--- src/rtl/rx_tag_pkg.sv ---
package rx_tag_pkg;
  localparam int unsigned MIN_LEN     = 64;
  localparam int unsigned STD_MAX_LEN = 1518;
  localparam int unsigned BIG_MAX_LEN = 1536;
  localparam logic [15:0] VLAN_TPID   = 16'h8100;
  localparam int unsigned TYPE_POS    = 12;
  localparam int unsigned TCI_POS     = 14;
  localparam int unsigned BIT_MATCH   = 22;
  localparam int unsigned BIT_VLAN    = 21;
  localparam int unsigned BIT_PRIO    = 20;
  localparam int unsigned BIT_PCP_LO  = 17;
  localparam int unsigned BIT_CFI     = 16;
  localparam logic [31:0] STATUS_USED = 32'h007F_0000;
endpackage

--- src/rtl/rx_byte_counter.sv ---
module rx_byte_counter #(
  parameter int unsigned CNT_W = 11
) (
  input  logic             clk,
  input  logic             rst_n,
  input  logic             beat,
  input  logic             sof,
  output logic [CNT_W-1:0] idx,
  output logic [CNT_W-1:0] len_now
);
  localparam logic [CNT_W-1:0] CNT_MAX = {CNT_W{1'b1}};
  logic [CNT_W-1:0] cnt_q;

  always_comb begin
    idx     = sof ? '0 : cnt_q;
    len_now = (idx == CNT_MAX) ? CNT_MAX : idx + 1'b1;
  end

  always_ff @(posedge clk or negedge rst_n) begin
    if (!rst_n)    cnt_q <= '0;
    else if (beat) cnt_q <= len_now;
  end

  // the length count advances by exactly one per mid-frame byte
  assert_count_step_R6: assert property (@(posedge clk) disable iff (!rst_n)
    (beat && !sof && cnt_q != CNT_MAX) |=> cnt_q == $past(cnt_q) + 1'b1);
  // idle cycles hold the count
  assert_idle_hold_R12: assert property (@(posedge clk) disable iff (!rst_n)
    !beat |=> $stable(cnt_q));
endmodule

--- src/rtl/rx_field_capture.sv ---
module rx_field_capture #(
  parameter int unsigned CNT_W = 11
) (
  input  logic             clk,
  input  logic             rst_n,
  input  logic             beat,
  input  logic             sof,
  input  logic [CNT_W-1:0] idx,
  input  logic [7:0]       data,
  output logic [15:0]      type_v,
  output logic [15:0]      tci_v
);
  import rx_tag_pkg::*;
  localparam int unsigned FIELDS = 4;
  logic [7:0] fld_q [FIELDS];
  logic [7:0] fld_v [FIELDS];

  for (genvar g = 0; g < FIELDS; g++) begin : g_fld
    localparam logic [CNT_W-1:0] POS = CNT_W'(TYPE_POS + g);
    always_comb begin
      fld_v[g] = sof ? 8'h00 : fld_q[g];
      if (beat && idx == POS) fld_v[g] = data;
    end
    always_ff @(posedge clk or negedge rst_n) begin
      if (!rst_n)    fld_q[g] <= '0;
      else if (beat) fld_q[g] <= fld_v[g];
    end
  end

  assign type_v = {fld_v[0], fld_v[1]};
  assign tci_v  = {fld_v[2], fld_v[3]};
endmodule

--- src/rtl/rx_keep_policy.sv ---
module rx_keep_policy #(
  parameter int unsigned CNT_W = 11
) (
  input  logic [CNT_W-1:0] len,
  input  logic             big_frames,
  input  logic             rx_er,
  input  logic             fcs_err,
  input  logic             keep_fcs_err,
  input  logic             copy_all,
  input  logic             addr_hit,
  output logic             keep
);
  import rx_tag_pkg::*;
  logic too_long, too_short, bad;

  always_comb begin
    too_long  = big_frames ? (len > CNT_W'(BIG_MAX_LEN)) : (len > CNT_W'(STD_MAX_LEN));
    too_short = len < CNT_W'(MIN_LEN);
    bad       = too_long || too_short || rx_er || (fcs_err && !keep_fcs_err);
    keep      = !bad && (copy_all || addr_hit);
  end
endmodule

--- src/rtl/rx_tag_classifier.sv ---
module rx_tag_classifier #(
  parameter int unsigned CNT_W = 11
) (
  input  logic        clk,
  input  logic        rst_n,
  input  logic        in_valid,
  output logic        in_ready,
  input  logic [7:0]  in_data,
  input  logic        in_sof,
  input  logic        in_eof,
  input  logic        in_rx_er,
  input  logic        in_fcs_err,
  input  logic        in_addr_hit,
  input  logic [15:0] cfg_type_id,
  input  logic        cfg_big_frames,
  input  logic        cfg_copy_all,
  input  logic        cfg_keep_fcs_err,
  output logic        out_valid,
  output logic [31:0] out_status,
  output logic        out_keep
);
  import rx_tag_pkg::*;

  logic             beat;
  logic [CNT_W-1:0] idx, len_now;
  logic [15:0]      type_v, tci_v;
  logic             rxer_q, rxer_v, keep_c;
  logic             has_type, has_tci, is_vlan;
  logic [31:0]      status_c;

  assign in_ready = 1'b1;
  assign beat     = in_valid;

  rx_byte_counter #(.CNT_W(CNT_W)) u_cnt (
    .clk(clk), .rst_n(rst_n), .beat(beat), .sof(in_sof),
    .idx(idx), .len_now(len_now));

  rx_field_capture #(.CNT_W(CNT_W)) u_cap (
    .clk(clk), .rst_n(rst_n), .beat(beat), .sof(in_sof),
    .idx(idx), .data(in_data), .type_v(type_v), .tci_v(tci_v));

  rx_keep_policy #(.CNT_W(CNT_W)) u_pol (
    .len(len_now), .big_frames(cfg_big_frames), .rx_er(rxer_v),
    .fcs_err(in_fcs_err), .keep_fcs_err(cfg_keep_fcs_err),
    .copy_all(cfg_copy_all), .addr_hit(in_addr_hit), .keep(keep_c));

  always_comb begin
    rxer_v   = (in_sof ? 1'b0 : rxer_q) | in_rx_er;
    has_type = len_now >= CNT_W'(TYPE_POS + 2);
    has_tci  = len_now >= CNT_W'(TCI_POS + 2);
    is_vlan  = has_tci && (type_v == VLAN_TPID);
    status_c = '0;
    status_c[BIT_MATCH] = has_type && (type_v == cfg_type_id);
    status_c[BIT_VLAN]  = is_vlan;
    status_c[BIT_PRIO]  = is_vlan && (tci_v[11:0] == 12'h000);
    if (is_vlan) begin
      status_c[BIT_PCP_LO +: 3] = tci_v[15:13];
      status_c[BIT_CFI]         = tci_v[12];
    end
  end

  always_ff @(posedge clk or negedge rst_n) begin
    if (!rst_n) begin
      rxer_q     <= 1'b0;
      out_valid  <= 1'b0;
      out_status <= '0;
      out_keep   <= 1'b0;
    end else begin
      if (beat) rxer_q <= rxer_v;
      out_valid <= beat && in_eof;
      if (beat && in_eof) begin
        out_status <= status_c;
        out_keep   <= keep_c;
      end
    end
  end

  // a result pulse follows an accepted end byte and lasts one cycle
  assert_pulse_origin_R11: assert property (@(posedge clk) disable iff (!rst_n)
    out_valid |-> $past(in_valid && in_eof));
  assert_pulse_unused_zero_R11: assert property (@(posedge clk) disable iff (!rst_n)
    out_valid |-> (out_status & ~STATUS_USED) == 32'h0);
  // priority tag implies VLAN tag
  assert_prio_needs_vlan_R4: assert property (@(posedge clk) disable iff (!rst_n)
    (out_valid && out_status[BIT_PRIO]) |-> out_status[BIT_VLAN]);
  // untagged frames carry no tag fields
  assert_untagged_clear_R5: assert property (@(posedge clk) disable iff (!rst_n)
    (out_valid && !out_status[BIT_VLAN]) |-> out_status[20:16] == 5'd0);
  // a kept frame never saw a line error on its end byte
  assert_keep_no_rxer_R8: assert property (@(posedge clk) disable iff (!rst_n)
    (out_valid && out_keep) |-> !$past(in_rx_er));
endmodule

--- config.mk ---
export PLATFORM = sky130hd
export DESIGN_NAME = rx_tag_classifier
export DESIGN_NICKNAME = d
export VERILOG_FILES = /design/src/rtl/rx_tag_pkg.sv /design/src/rtl/rx_byte_counter.sv /design/src/rtl/rx_field_capture.sv /design/src/rtl/rx_keep_policy.sv /design/src/rtl/rx_tag_classifier.sv
export SDC_FILE = /design/constraint.sdc
export NUM_CORES = 1
export LEC_CHECK = 0
export BUFFER_PORTS_ARGS = -buffer_cell sky130_fd_sc_hd__buf_2
export CORE_ASPECT_RATIO = 1.5
export CORE_MARGIN = 2
export CORE_UTILIZATION = 45
export CTS_CLUSTER_DIAMETER = 50
export DETAILED_ROUTE_END_ITERATION = 10
export PLACE_DENSITY = 0.7
export SYNTH_ARGS = -nofsm -noshare
export SYNTH_HDL_FRONTEND = slang
export SYNTH_SLANG_ARGS = --single-unit
--- constraint.sdc ---
create_clock -name clk -period 2.9 [get_ports clk]
set_input_delay 0.29 -clock clk [delete_from_list [all_inputs] [get_ports clk]]
set_output_delay 0.29 -clock clk [all_outputs]
set_load 0.01 [all_outputs]
==> flow_summary.json, run 1 <==
{
  "hold_class": "input port to flop",
  "yosys-top-cells-area": "dfrtp_1 37%, buf_4 6.3%, a22o_1 5.1%",
  "grt_pass1_wl_mm": 14.1,
  "drc_errors": 0,
  "cts_sinks": 53,
  "wirelength_mm": 8.69,
  "vias_per_cell": 5.53,
  "yosys_warnings": 0,
  "criticalPathCategory": "flop to flop",
  "p_total_mw": 1.66,
  "pin_count": 70,
  "status": "complete, no violations",
  "worst_clock_skew_ns": 0.0115,
  "maxSlewHeadroom": 0.621,
  "drtAntennaViolNets": 0,
  "r2r-start": "u_cnt.cnt_q[0]",
  "clk_latency_ns": 0.30,
  "start_util": 0.455,
  "cp-end-kind": "flop",
  "synthDistinctLibCells": 67,
  "synthToLayoutAreaGrowth_pct": 11.1,
  "antenna_found_initial": 0,
  "cp.required_ns": 3.10,
  "rsz0062_at_grt": "no",
  "drive_above_1_share": 0.246,
  "cts_max_level": 2,
  "cts_tree": "yes",
  "synth_flop_cell": "dfrtp_1",
  "yosysTopAreaCellShare": 0.368,
  "final_max_slew_viol_count": 0,
  "syn_inst": 379,
  "setup.worst_path.start_class": "flop",
  "max-cap-violations": 0,
  "synth_area_leader_cell": "dfrtp_1",
  "drt_first_pass_iters": 4,
  "dieArea_um2": 8750,
  "grt_pass1_vias": 2807,
  "timing.hold.ws_ns": 0.235,
  "fp.coreArea_um2": 7910,
  "final_nets": 461,
  "grt_usage": 0.206,
  "overflow": 0,
  "async_flop_share": 1.00,
  "tns_ns": 0,
  "cts_buffers": 5,
  "drt-wirelength-per-cell_um": 16.5,
  "gp_congestion": 0.956,
  "num_rows": 40,
  "layout_setup_ws_ns": 0.187,
  "clk_pin_slew_worst_paths_ns": 0.08,
  "min_from": "in_rx_er",
  "io_buffers": 43,
  "place_ws_ns": 0.218,
  "crit_fanout": 5,
  "powerDensity_nw_per_um2": 414,
  "worstMarginPinSlew_ns": 0.564,
  "final.period_utilization": 0.935,
  "setup-violations-final": 0,
  "ir_drop_mv": 0.338,
  "max_freq_mhz": 369,
  "drtIter0Drc": 170,
  "crit_chain": "nor2b_2, inv_1, ha_1, or2b_1, nor4_4, buf_4, mux2i_2, xnor2_1, nor4_1, nand4_1, o41ai_2",
  "die_w_um": 77.0,
  "fin_util": 0.506,
  "crit_start": "u_cnt.cnt_q[0]",
  "hpwl_mm": 6.56,
  "crit_path_max_incr_delay_ns": 0.42,
  "die_h_um": 114,
  "grt_start_max_net_pins": 35,
  "diodes": 0,
  "finalHoldViolations": 0,
  "leakagePower_nw": 1.80,
  "netlist_area_um2": 3600,
  "ys_seq_area_frac": 0.368,
  "cts_buffer_depth": 2,
  "synth_edf_count": 0,
  "avgSynthCellArea_um2": 9.50,
  "crit_path_top_delay_cell": "dfrtp_1",
  "vias": 2921,
  "crit_arrival_ns": 2.92,
  "period_needed_ns": 2.71,
  "ys_ff_latch": 53,
  "root_buffer": "clkbuf_16"
}
-- kinds of logic (layout without fill, tap and decap cells) --
kind of cell               after synthesis  count (layout)  share of synthesized area
buffers and inverters                   63              83                      0.122
other                                    2              26                    0.00209
AOI/OAI and AO/OA                       97              97                      0.198
muxes                                   10              10                     0.0288
DFF                                     53              53                      0.368
adders and majority gates                4               4                     0.0139
xor gates and xnor gates                22              22                     0.0535
and+or+nand+nor                        128             128                      0.213
-- worst paths after layout --
path / end / slack, ns / depth (start not counted)
hold reg to reg: out_status[21] / 0.47 / 2
min in group asynchronous: u_cap.fld_q[3] / 0.50 / 2
setup reg to reg: out_status[22] / 0.19 / 11
max in group asynchronous: u_cnt.cnt_q[3] / 1.60 / 3
setup / recovery: out_status[22] / 0.19 / 11
hold / removal: rxer_q / 0.23 / 2
-- final cells by class --
class | instances | area [um2]
fill | 782 | 3910
multi-input combinational | 287 | 1930
sequential | 53 | 1330
timing repair buffer | 68 | 430
tap | 105 | 131
clock buffer | 5 | 125
clock inverter | 3 | 28.8
inverter | 7 | 26.3
-- report_power, final --
group	switching (mW)	internal, mW
clock	0.289	0.331
sequential	0.0195	0.759
combinational	0.162	0.0945
-- through the flow --
step                      std cells  instance area, um2
after floorplan                 403                3690
after global placement          515                3800
after detailed placement        515                3800
after CTS                       524                3960
after global routing            528                4000
final                           528                4000
-- layout by cell type, fill, tap and decap left out, types with 12 or more instances in the layout --
| cell | instances |
|---|---|
| buf_2 | 43 |
| a21oi_1 | 14 |
| conb_1 | 26 |
| nand2_1 | 24 |
| a22o_1 | 21 |
| buf_4 | 22 |
| o21ai_0 | 12 |
| nor2_1 | 25 |
| xnor2_1 | 14 |
| dfrtp_1 | 53 |
-- synth_stat cells, types with 3 or more instances --
cell type	count
nor2b_1	11
dfrtp_1	53
or4_1	4
mux2_2	3
inv_1	7
o21ai_0	12
a22oi_1	5
a21oi_1	14
a31oi_1	5
a22o_1	21
buf_4	30
ha_1	4
and3_1	4
nand4_1	8
a22o_2	8
nand2b_1	4
nor4_1	6
xor2_1	8
nand2_1	24
buf_6	7
xnor2_1	14
buf_2	5
and2_1	3
nor2_1	25
nand3_1	6
mux2i_1	7
nor3b_1	5
clkbuf_1	8
nor3_1	8
o22ai_1	4
o21ai_1	9
-- repair_timing --
item | in CTS | in global routing
setup buffers | 0 | 4
gates resized for setup | 0 | 2
endpoints found under the hold margin | 22 | 0
setup endpoints to repair | 0 | 1
hold buffers | 1 | 0
-- sequential cells by signal (all words and copies together), names as in the netlist --
signal / cells
u_cap.fld_q: 32
u_cnt.cnt_q: 11
out_status: 7
out_keep: 1
out_valid: 1
rxer_q: 1
-- routing by layer --
metal | up-vias | track usage | routed length [um]
li1 | 1401 | - | -
met1 | 1417 | 0.245 | 3600
met4 | 0 | 0.0964 | 272
met5 | - | 0 | 0
met3 | 16 | 0.0293 | 349
met2 | 87 | 0.368 | 4470
-- critical path, delay by kind of cell (launching register included) --
family / cells / cell delay, ns
AO/OA/AOI/OAI: 1 / 0.33
XOR/XNOR: 1 / 0.09
adder cells (fa/ha/maj): 1 / 0.17
buffers and inverters: 2 / 0.26
flip-flops: 1 / 0.42
multiplexers: 1 / 0.25
AND/OR/NAND/NOR: 5 / 1.09
(Power assumes the default switching activity.)
==> run 2: changes to the inputs <==
--- a/config.mk
+++ b/config.mk
@@ -11,7 +11,7 @@
 export CORE_UTILIZATION = 45
 export CTS_CLUSTER_DIAMETER = 50
 export DETAILED_ROUTE_END_ITERATION = 10
-export PLACE_DENSITY = 0.7
+export PLACE_DENSITY = 0.74
 export SYNTH_ARGS = -nofsm -noshare
 export SYNTH_HDL_FRONTEND = slang
 export SYNTH_SLANG_ARGS = --single-unit
==> run 2 against run 1 <==
- clock skew down 0.0036 ns
- via count up 2.6%
- largest power group unchanged
- register-to-register slack worse by 0.02 ns
- non-clock buffer count down 5
- critical path type unchanged
- critical endpoint unchanged
==> flow_summary.json, run 2 (synthesis results as in run 1) <==
{
  "drive_above_1_share": 0.237,
  "fin_util": 0.500,
  "reg_top3": "u_cap.fld_q x32, u_cnt.cnt_q x11, out_status x7",
  "period_needed_ns": 2.73,
  "synthToLayoutAreaGrowth_pct": 9.84,
  "vias": 2998,
  "antenna_found_initial": 0,
  "grt_start_max_net_pins": 35,
  "drc_errors": 0,
  "drtIter0Drc": 275,
  "max-cap-violations": 0,
  "grt_pass1_wl_mm": 14.5,
  "root_buffer": "clkbuf_16",
  "clk_latency_ns": 0.30,
  "grt_usage": 0.207,
  "busiest_layer": "met2",
  "cp.required_ns": 3.10,
  "diodes": 0,
  "max_freq_mhz": 366,
  "pin_count": 70,
  "fillers": 774,
  "worst_clock_skew_ns": 0.00793,
  "hold_class": "input port to asynchronous set/reset pin",
  "place_area_um2": 3760,
  "dieArea_um2": 8750,
  "cp-end-kind": "flop",
  "largest_register": "u_cap.fld_q",
  "num_rows": 40,
  "powerDensity_nw_per_um2": 422,
  "final_common_cell": "dfrtp_1",
  "reg2reg_slack_ns": 0.17,
  "cts_max_level": 2,
  "clk_pin_slew_worst_paths_ns": 0.07,
  "drt-wirelength-per-cell_um": 17.1,
  "instances_no_fill": 523,
  "tns_ns": 0,
  "worstMarginPinSlew_ns": 0.795,
  "p_total_mw": 1.67,
  "final.period_utilization": 0.942,
  "cts_buffers": 5,
  "status": "complete, no violations",
  "drt_first_pass_iters": 5,
  "rr_endpoint": "out_status[22]",
  "dp_cells": 512,
  "crit_arrival_ns": 2.93,
  "setup.worst_path.start_class": "flop",
  "final_nets": 456,
  "mostFrequentLayoutCells": "53 x dfrtp_1, 43 x buf_2, 26 x conb_1",
  "overflow": 0,
  "drtAntennaViolNets": 0,
  "rsz0062_at_grt": "no",
  "stdcell_area_um2": 3950,
  "die_h_um": 114,
  "hpwl_mm": 6.50,
  "r2r-start": "u_cnt.cnt_q[1]",
  "largest_reg_flops": 32,
  "crit_start": "u_cnt.cnt_q[1]",
  "cts_tree": "yes",
  "final_max_slew_viol_count": 0,
  "crit_fanout": 17,
  "io_buffers": 43,
  "maxSlewHeadroom": 0.470,
  "globalRouteMet3Util": 0.0261,
  "fp.coreArea_um2": 7910,
  "cts_sinks": 53,
  "reg2reg_depth": 12,
  "grtUsageMet1": 0.263,
  "leakagePower_nw": 1.77,
  "wirelength_mm": 8.93,
  "ir_drop_mv": 0.280,
  "worstSetupEndpoint": "out_status[22]",
  "setup-violations-final": 0,
  "die_w_um": 77.0,
  "grt_use_met2": 0.358,
  "start_util": 0.455,
  "gp_congestion": 0.870,
  "cts_buffer_depth": 2,
  "criticalPathCategory": "flop to flop",
  "finalHoldViolations": 0,
  "vias_per_cell": 5.73,
  "grt_pass1_vias": 2868
}
[run 2: cell count changes in the layout (fill, tap and decap cells not counted)]
cell,before,now
nor2b_2,1,0
inv_8,1,0
clkbuf_8,0,1
buf_4,22,18
nor2b_1,10,11
dlygate4sd3_1,1,0
buf_12,2,1
buf_8,0,1
[run 2: critical path, cell delays in order (launching register included)]
cell and delay (ns):
dfrtp_1 0.41, nor2b_1 0.18, inv_1 0.09, ha_1 0.15, or2b_1 0.26, nor4_4 0.35
buf_12 0.15, buf_8 0.15, nor2_4 0.07, a22oi_1 0.20, xor2_1 0.16, nand4_1 0.16
o41ai_2 0.29
[run 2: stage by stage]
stage,setup slack [ns],hold slack (ns)
finish,0.167,0.0696
floorplan,0.0339,-0.00559
CTS,0.159,0.0921
global route,0.0157,0.120
global placement,0.248,0.402
detailed placement,0.173,0.411
[run 2: worst min-delay path by stage]
stage / endpoint / depth (start not counted)
6_report: u_cap.fld_q[3] / 1
5_1_grt: u_cap.fld_q[3] / 1
4_1_cts: u_cap.fld_q[3] / 1
3_5_place_dp: u_cap.fld_q[3] / 1
3_3_place_gp: u_cap.fld_q[4] / 1
2_1_floorplan: out_keep / 0
[run 2: area by class of cell]
type	count	area (um2)	share of cell area
Clock buffer	6	139	0.0351
Clock inverter	2	17.5	0.00443
Inverter	7	26.3	0.00665
Multi-Input combinational cell	287	1930	0.488
Sequential cell	53	1330	0.335
Tap cell	105	131	0.0332
Timing Repair Buffer	63	385	0.0975
[run 2: repair_timing]
item / CTS / global route
setup buffers: 0 / 3
setup endpoints to repair: 0 / 1
hold buffers: 0 / 0
resized for setup: 0 / 3
[run 2: layer usage]
metal	vias up	share of wire
met2	110	0.53
li1	1399	-
met1	1472	0.41
met3	17	0.044
met4	0	0.024
met5	-	0
[run 2: power breakdown]
part,total (mW),switching [mW],internal (mW)
clock network,0.630,0.281,0.349
registers,0.779,0.0190,0.760
logic,0.258,0.164,0.0940
==> run 3: changes to the inputs <==
--- a/config.mk
+++ b/config.mk
@@ -11,7 +11,7 @@
 export CORE_UTILIZATION = 45
 export CTS_CLUSTER_DIAMETER = 50
 export DETAILED_ROUTE_END_ITERATION = 10
-export PLACE_DENSITY = 0.74
+export PLACE_DENSITY = 0.71
 export SYNTH_ARGS = -nofsm -noshare
 export SYNTH_HDL_FRONTEND = slang
 export SYNTH_SLANG_ARGS = --single-unit
==> constraint.sdc (replaced) <==
create_clock -name clk -period 2.75 [get_ports clk]
set_input_delay 0.275 -clock clk [delete_from_list [all_inputs] [get_ports clk]]
set_output_delay 0.275 -clock clk [all_outputs]
set_load 0.01 [all_outputs]
==> run 3 against run 2 <==
- utilization grew 1.1 points
- critical path type unchanged
- highest routed layer unchanged
- die area is the same
- largest cell class unchanged
- final area grew 2.1%
- largest power group unchanged
- critical endpoint unchanged
==> flow_summary.json, run 3 (synthesis results as in run 1) <==
{
  "cts_buffers": 5,
  "gp_congestion": 0.861,
  "grt_pass1_vias": 2988,
  "num_rows": 40,
  "drive_above_1_share": 0.252,
  "antenna_found_initial": 0,
  "final_common_cell": "dfrtp_1",
  "cts_max_level": 2,
  "diodes": 0,
  "ir_drop_mv": 0.336,
  "intPower_mw": 1.25,
  "mostFrequentLayoutCells": "53 x dfrtp_1, 43 x buf_2, 26 x conb_1",
  "status": "complete, no violations",
  "crit_fanout": 10,
  "max-cap-violations": 0,
  "drtIter0Drc": 229,
  "max_freq_mhz": 387,
  "final.period_utilization": 0.939,
  "synthToLayoutAreaGrowth_pct": 12.2,
  "switching_power_mw": 0.498,
  "largest_register": "u_cap.fld_q",
  "vias_per_cell": 5.66,
  "timing.hold.ws_ns": 0.222,
  "pin_count": 70,
  "maxSlewHeadroom": 0.614,
  "r2r-start": "u_cnt.cnt_q[5]",
  "place_area_um2": 3820,
  "min_from": "in_rx_er",
  "worst_clock_skew_ns": 0.0114,
  "die_w_um": 77.0,
  "powerDensity_nw_per_um2": 433,
  "sequentialPowerShare": 0.466,
  "grt_start_max_net_pins": 44,
  "grt_pass1_wl_mm": 14.4,
  "crit_arrival_ns": 2.79,
  "die_h_um": 114,
  "clk_latency_ns": 0.30,
  "leakagePower_nw": 1.80,
  "cts_sinks": 53,
  "whs_path_depth": 2,
  "drc_errors": 0,
  "hold_class": "input port to flop",
  "clk_pin_slew_worst_paths_ns": 0.08,
  "finalHoldViolations": 0,
  "worstMarginPinSlew_ns": 0.575,
  "reg_top3": "u_cap.fld_q x32, u_cnt.cnt_q x11, out_status x7",
  "crit_start": "u_cnt.cnt_q[5]",
  "root_buffer": "clkbuf_16",
  "period_needed_ns": 2.58,
  "overflow": 0,
  "swShare": 0.285,
  "drt-wirelength-per-cell_um": 16.7,
  "criticalPathCategory": "flop to flop",
  "reg2reg_slack_ns": 0.17,
  "fillers": 774,
  "cp.required_ns": 2.96,
  "rr_endpoint": "out_status[22]",
  "start_util": 0.455,
  "setup-violations-final": 0,
  "drt_first_pass_iters": 5,
  "fin_util": 0.511,
  "reg2reg_depth": 8,
  "cp-end-kind": "flop",
  "dp_cells": 519,
  "cts_tree": "yes",
  "grt_usage": 0.207,
  "setup.worst_path.start_class": "flop",
  "fp.coreArea_um2": 7910,
  "dieArea_um2": 8750,
  "io_buffers": 43,
  "p_comb_frac": 0.162,
  "stdcell_area_um2": 4040,
  "drtAntennaViolNets": 0,
  "cts_buffer_depth": 2,
  "vias": 3002,
  "final_max_slew_viol_count": 0,
  "final_nets": 463,
  "instances_no_fill": 530,
  "largest_reg_flops": 32,
  "hpwl_mm": 6.55,
  "wirelength_mm": 8.83,
  "hold-path-endpoint": "rxer_q",
  "clkPwrFrac": 0.372
}
run 3: metal layers:
layer  track usage  vias to the layer above  part of all wire
li1              -                     1413                 -
met1         0.239                     1436              0.39
met2         0.356                      121              0.51
met3        0.0340                       32             0.055
met4         0.131                        0             0.045
met5             0                        -                 0
run 3: power by group through the flow:
stage	clock network, mW	registers [mW]	logic (mW)
2_1_floorplan	0	0.829	0.218
3_3_place_gp	0	0.829	0.276
3_5_place_dp	0	0.830	0.279
4_1_cts	0.667	0.815	0.282
5_1_grt	0.690	0.818	0.316
6_report	0.650	0.815	0.284
run 3: stage by stage:
stage	TNS, ns	power (mW)	worst slack [ns]
after floorplan	0	1.05	0.0164
after global placement	0	1.10	0.212
after detailed placement	0	1.11	0.0746
after CTS	0	1.76	0.0683
after global routing	-0.00326	1.82	-0.00326
final	0	1.75	0.167
run 3: final cells by class:
type                    count  area (um2)  share of cell area
clock inverters             3        26.3             0.00651
repair buffers             70         450               0.112
inverters                   7        26.3             0.00651
well taps                 105         131              0.0325
multi-input cells         287        1950               0.483
flip-flops and latches     53        1330               0.328
clock buffers               5         125              0.0310
run 3: how the worst max path moves through the flow:
stage	endpoint	slack [ns]	depth (start not counted)
after CTS	out_status[22]	0.07	11
after global placement	out_status[22]	0.21	11
after detailed placement	out_status[22]	0.07	11
after floorplan	out_status[22]	0.02	15
final	out_status[22]	0.17	8
after global routing	out_status[20]	-0.003	11
run 3: critical path: stages, from the launching register on:
cell	delay, ns
dfrtp_1	0.38
or4_4	0.59
nor4_4	0.37
buf_12	0.19
mux2i_4	0.22
xnor2_1	0.08
nor4_1	0.28
nand4_1	0.16
o41ai_2	0.21
run 3: timing repair:
action,CTS,global route
buffers inserted,0,1
endpoints found under the hold margin,14,0
resized for setup,0,4
setup endpoints to repair,0,6
hold buffers,1,0
